## src/rtl/seg_addr_pkg.sv

```systemverilog
package seg_addr_pkg;

    localparam int SEG_W_D = 16;
    localparam int OFF_W_D = 16;
    localparam int PA_W_D  = 20;
    localparam int PTR_W_D = 32;
    localparam int SHIFT_D = 4;

    typedef enum logic [1:0] {
        SEG_EXTRA = 2'd0,
        SEG_CODE  = 2'd1,
        SEG_STACK = 2'd2,
        SEG_DATA  = 2'd3
    } seg_id_e;

    typedef enum logic [1:0] {
        ACC_FETCH    = 2'd0,
        ACC_STACK    = 2'd1,
        ACC_DATA     = 2'd2,
        ACC_DATA_ALT = 2'd3
    } acc_class_e;

    typedef struct packed {
        acc_class_e cls;
        logic       ovr_en;
        seg_id_e    ovr_seg;
    } seg_req_t;

    function automatic seg_id_e default_seg(acc_class_e c);
        case (c)
            ACC_FETCH: return SEG_CODE;
            ACC_STACK: return SEG_STACK;
            default:   return SEG_DATA;
        endcase
    endfunction

endpackage

```

## src/rtl/seg_regfile.sv

```systemverilog
module seg_regfile #(
    parameter int SEG_W   = 16,
    parameter int NUM_SEG = 4,
    localparam int IDX_W  = $clog2(NUM_SEG)
) (
    input  logic             clk,
    input  logic             rst,
    input  logic             wr_en,
    input  logic [IDX_W-1:0] wr_idx,
    input  logic [SEG_W-1:0] wr_data,
    input  logic [IDX_W-1:0] rd_idx,
    output logic [SEG_W-1:0] rd_data
);
    logic [SEG_W-1:0] seg_q [NUM_SEG];

    for (genvar g = 0; g < NUM_SEG; g++) begin : g_seg
        always_ff @(posedge clk) begin
            if (rst)
                seg_q[g] <= '0;
            else if (wr_en && (wr_idx == IDX_W'(g)))
                seg_q[g] <= wr_data;
        end
    end

    assign rd_data = seg_q[rd_idx];

    // a write lands in the addressed register at the next edge
    p_write_lands_r9: assert property (@(posedge clk) disable iff (rst)
        wr_en |=> (seg_q[$past(wr_idx)] == $past(wr_data)));

endmodule

```

## src/rtl/seg_select.sv

```systemverilog
module seg_select
    import seg_addr_pkg::*;
(
    input  seg_req_t req,
    output seg_id_e  sel
);
    seg_id_e dflt;

    always_comb begin
        dflt = default_seg(req.cls);
        sel  = req.ovr_en ? req.ovr_seg : dflt;
    end

endmodule

```

## src/rtl/seg_addr_adder.sv

```systemverilog
module seg_addr_adder #(
    parameter int SEG_W = 16,
    parameter int OFF_W = 16,
    parameter int PA_W  = 20,
    parameter int SHIFT = 4
) (
    input  logic [SEG_W-1:0] seg,
    input  logic [OFF_W-1:0] off,
    output logic [PA_W-1:0]  pa
);
    localparam int BASE_W = SEG_W + SHIFT;

    logic [BASE_W-1:0] base;

    always_comb begin
        base = {seg, {SHIFT{1'b0}}};
        pa   = PA_W'(base) + PA_W'(off);
    end

    // the low SHIFT bits come from the offset alone
    always_comb begin
        p_low_bits_r2: assert (pa[SHIFT-1:0] == off[SHIFT-1:0]);
    end

endmodule

```

## src/rtl/seg_addr_gen.sv

```systemverilog
module seg_addr_gen
    import seg_addr_pkg::*;
#(
    parameter int SEG_W = SEG_W_D,
    parameter int OFF_W = OFF_W_D,
    parameter int PA_W  = PA_W_D,
    parameter int PTR_W = PTR_W_D,
    parameter int SHIFT = SHIFT_D
) (
    input  logic             clk,
    input  logic             rst,
    input  logic             wr_en,
    input  logic [1:0]       wr_idx,
    input  logic [SEG_W-1:0] wr_data,
    input  logic             req_valid,
    input  logic [1:0]       req_class,
    input  logic             ovr_en,
    input  logic [1:0]       ovr_idx,
    input  logic [PTR_W-1:0] ptr,
    output logic             pa_valid,
    output logic [PA_W-1:0]  pa
);
    seg_req_t         req;
    seg_id_e          sel_seg;
    logic [SEG_W-1:0] seg_val;
    logic [OFF_W-1:0] offset;
    logic [PA_W-1:0]  pa_next;
    logic [PA_W-1:0]  pa_q;
    logic             valid_q;

    always_comb begin
        req.cls     = acc_class_e'(req_class);
        req.ovr_en  = ovr_en;
        req.ovr_seg = seg_id_e'(ovr_idx);
        offset      = OFF_W'(ptr);
    end

    seg_select u_sel (
        .req (req),
        .sel (sel_seg)
    );

    seg_regfile #(.SEG_W(SEG_W), .NUM_SEG(4)) u_regs (
        .clk     (clk),
        .rst     (rst),
        .wr_en   (wr_en),
        .wr_idx  (wr_idx),
        .wr_data (wr_data),
        .rd_idx  (sel_seg),
        .rd_data (seg_val)
    );

    seg_addr_adder #(.SEG_W(SEG_W), .OFF_W(OFF_W), .PA_W(PA_W), .SHIFT(SHIFT)) u_add (
        .seg (seg_val),
        .off (offset),
        .pa  (pa_next)
    );

    always_ff @(posedge clk) begin
        if (rst) begin
            pa_q    <= '0;
            valid_q <= 1'b0;
        end else begin
            valid_q <= req_valid;
            if (req_valid)
                pa_q <= pa_next;
        end
    end

    assign pa       = pa_q;
    assign pa_valid = valid_q;

    // one valid pulse per request, in the following cycle
    p_valid_follows_r10: assert property (@(posedge clk) disable iff (rst)
        req_valid |=> pa_valid);
    p_no_spurious_r10: assert property (@(posedge clk) disable iff (rst)
        !req_valid |=> !pa_valid);
    // address holds between requests
    p_hold_r10: assert property (@(posedge clk) disable iff (rst)
        !req_valid |=> $stable(pa));
    // an enabled override decides the segment
    p_override_r7: assert property (@(posedge clk) disable iff (rst)
        (req_valid && ovr_en) |-> (sel_seg == seg_id_e'(ovr_idx)));

endmodule

```

## config.mk

```make
export PLATFORM = sky130hd
export DESIGN_NAME = seg_addr_gen
export DESIGN_NICKNAME = d
export VERILOG_FILES = /design/src/rtl/seg_addr_pkg.sv /design/src/rtl/seg_regfile.sv /design/src/rtl/seg_select.sv /design/src/rtl/seg_addr_adder.sv /design/src/rtl/seg_addr_gen.sv
export SDC_FILE = /design/constraint.sdc
export NUM_CORES = 1
export LEC_CHECK = 0
export BUFFER_PORTS_ARGS = -buffer_cell sky130_fd_sc_hd__buf_4
export CELL_PAD_IN_SITES_DETAIL_PLACEMENT = 1
export CELL_PAD_IN_SITES_GLOBAL_PLACEMENT = 1
export CORE_MARGIN = 5
export CORE_UTILIZATION = 40
export CTS_CLUSTER_SIZE = 12
export DETAILED_ROUTE_END_ITERATION = 16
export PLACE_DENSITY = 0.75
export SLEW_MARGIN = 30
export SYNTH_ARGS = -nofsm -noshare
export SYNTH_HDL_FRONTEND = slang
export SYNTH_HIERARCHICAL = 1
export SYNTH_SLANG_ARGS = --single-unit
export TNS_END_PERCENT = 5
```

## constraint.sdc

```tcl
create_clock -name clk -period 6.6 [get_ports clk]
set_input_delay 1.32 -clock clk [delete_from_list [all_inputs] [get_ports clk]]
set_output_delay 1.32 -clock clk [all_outputs]
set_load 0.05 [all_outputs]
```

==> results_dict.tcl <==
set metrics [dict create \
    min_from "pa[5]$_SDFFE_PP0P_" \
    ys_seq_elements 85 \
    viasPerCell 5.32 \
    maxCapViolations 0 \
    synth-edff-count 64 \
    final_cell_mix "nor2_1 (91), buf_4 (65), edfxtp_1 (64)" \
    hold_end "pa[5]$_SDFFE_PP0P_" \
    critPathMaxStageDelay_ns 0.65 \
    hold_slack_ns 0.505 \
    reg2reg_slack_ns 3.61 \
    whs_path_depth 2 \
    ys_seq_area_frac 0.529 \
    fp.dieW_um 115 \
    gp_congestion 0.720 \
    power.density_nw_per_um2 270 \
    grt_pass1_wl_um 16400 \
    clkTransAtPathRegs_ns 0.09 \
    grt_setup_unrepaired "no" \
    min_path_type "register to register" \
    fp.dieH_um 115 \
    fin_nets 486 \
    io_pins 80 \
    coreArea_sq_um 10800 \
    cp_cell_sequence "buf_4, nor3b_1, a21oi_2, buf_4, mux4_1, ha_1, fa_1, a21o_1, a221oi_4, nor3_1, nor3_1, mux2i_1, nor2_1" \
    nFillCells 1181 \
    grt_max_degree 42 \
    vias 2976 \
    cp.buffers_inverters 2 \
    clock_tree.root_cell "clkbuf_8" \
    cts_tree "built" \
    worst_clock_skew_ns 0.0142 \
    grt-ovfl-total 0 \
    reg2regPathDepth 9 \
    drt_wl_total_um 10200 \
    first_global_vias 3190 \
    syn_area_sq_um 4420 \
    start_util 0.408 \
    finalSetupViolations 0 \
    final_common_cell "nor2_1" \
    tightest_slew_ns 0.902 \
    numPortBuffers 63 \
    drc_errors 0 \
    finalCriticalPeriod_ns 4.33 \
    initialDrtViolationCount 199 \
    dieArea_sq_um 13300 \
    cts_buffer_depth 2 \
    start_kind "input port" \
    p_leak_nw 2.00 \
    drive_above_1_share 0.246 \
    synthCells 365 \
    final.setup.tns_ns 0 \
    r2r-end "pa[16]$_SDFFE_PP0P_" \
    drtPass1Iterations 4 \
    cts-buffers-inserted 9 \
    hpwlAfterDp_um 7220 \
    cts_resized 0 \
    cp.required_ns 6.89 \
    avgRoutedWirePerCell_um 18.3 \
    hold_viol 0 \
    r2r-start "u_regs/seg_q[1][0]$_SDFFCE_PN0P_" \
    relSlewSlack 0.399 \
    ys_warn_count 6 \
    cts_hold_buf 0 \
    vdd.ir_drop.worst_v 0.000123 \
    postRouteAntennaNets 0 \
    crit_fanout 16 \
    antenna_found_initial 0 \
    insertedDiodeCount 0 \
    post-route-period-util 0.656 \
    drv_slew 0 \
    cts_max_level 3 \
    critPathKind "input port to register" \
    synth.avg_cell_area_sq_um 12.1 \
    slowest_stage "mux4_1" \
    ys.flop_type "edfxtp_1" \
    ys_types 46 \
    cp_top_family "compound AO/OA/AOI/OAI gates" \
    status "finished clean" \
    async_reset_ff_frac 0 \
    rows 38 \
    track_usage 0.160 \
    clock_latency_ns 0.36 \
    cts.sinks 85 \
    cts_setup_buffers 0 \
    syn2layout_area_growth_pct 16.1 \
    cp.arrival_ns 4.62 \
    fmax_ghz 0.231 \
    syn_nets 437 \
    endpoint_kind "register" \
]
## worst min-delay path: cells and delay by family (launching register included)
kind | cells | cell delay (ns)
and+or+nand+nor | 1 | 0.07
DFF | 1 | 0.34
muxes | 1 | 0.07
## report_power, final
part / leakage [nW] / internal [mW] / switching (mW)
Clock: 0.0985 / 0.150 / 0.217
Combinational: 1.10 / 0.150 / 0.230
Sequential: 0.803 / 0.623 / 0.0174
Total: 2.00 / 0.923 / 0.464
## flip-flops by register name, indices dropped and copies added (netlist names)
register,cells
pa_valid,1
pa,20
u_regs/seg_q,64
## worst max-delay path by stage
| stage | startpoint | endpoint | slack (ns) | cells after the start |
|---|---|---|---|---|
| global route | req_class[0] | pa[16]$_SDFFE_PP0P_ | 2.18 | 13 |
| floorplan | req_class[0] | pa[14]$_SDFFE_PP0P_ | 2.53 | 12 |
| finish | req_class[0] | pa[16]$_SDFFE_PP0P_ | 2.27 | 13 |
| CTS | req_class[0] | pa[16]$_SDFFE_PP0P_ | 2.28 | 13 |
| global placement | req_class[0] | pa[14]$_SDFFE_PP0P_ | 1.94 | 13 |
| detailed placement | req_class[0] | pa[14]$_SDFFE_PP0P_ | 1.91 | 13 |
## per-stage QoR
step           power, mW  worst slack [ns]  cell area, sq um  std cells  utilization
3_5_place_dp        1.04              1.91              4910        543        0.453
3_3_place_gp        1.02              1.94              4910        543        0.453
2_1_floorplan      0.932              2.53              4420        365            -
5_1_grt             1.46              2.18              5140        559        0.474
4_1_cts             1.41              2.28              5110        559        0.471
6_report            1.39              2.27              5140        559        0.474
## synth_stat cells, types with 2 or more instances
library cell / n / area share
inv_1: 7 / 0.0059
nor3b_1: 3 / 0.0051
o2111a_1: 2 / 0.0051
buf_12: 3 / 0.014
mux4_2: 10 / 0.051
nor3_1: 2 / 0.0023
mux4_1: 6 / 0.036
nand2b_1: 5 / 0.0071
xor2_1: 3 / 0.0059
nand2_1: 9 / 0.0076
ha_1: 12 / 0.034
buf_2: 12 / 0.014
and2_1: 2 / 0.0028
buf_4: 4 / 0.0068
buf_6: 3 / 0.0076
nand4_1: 3 / 0.0042
xnor2_1: 6 / 0.012
o311ai_1: 2 / 0.0040
o211ai_1: 3 / 0.0051
a21o_1: 5 / 0.0085
nand3b_1: 17 / 0.029
o221ai_1: 2 / 0.0040
clkbuf_1: 5 / 0.0042
a21oi_1: 11 / 0.012
nand3_1: 7 / 0.0079
o21bai_1: 4 / 0.0068
dfxtp_1: 21 / 0.095
nor2_1: 91 / 0.077
a211oi_1: 2 / 0.0034
mux2i_1: 20 / 0.045
or3_1: 3 / 0.0042
o21ai_0: 3 / 0.0034
edfxtp_1: 64 / 0.43
## final cells by class
cell class	instances	area [sq um]	area share
Clock buffer	9	124	0.0241
Clock inverter	7	75.1	0.0146
Inverter	7	26.3	0.00512
Multi-Input combinational cell	246	1910	0.371
Sequential cell	85	2340	0.456
Tap cell	140	175	0.0341
Timing Repair Buffer	65	488	0.0950
## metal layers
layer,GRT usage,share of wire
met5,0,0
met4,0.0352,0.0075
met3,0.0305,0.054
met2,0.282,0.51
met1,0.204,0.43
## cell families after synthesis
family                   count (synthesis)  share of synthesized area
buffers and inverters                   34                     0.0518
adder cells (fa/ha/maj)                 13                     0.0385
multiplexers                            36                      0.132
XOR/XNOR                                 9                     0.0178
flip-flops                              85                      0.529
AND/OR/NAND/NOR                        147                      0.155
AO/OA/AOI/OAI                           41                     0.0758
No activity file was read; power rests on OpenSTA's default activity.
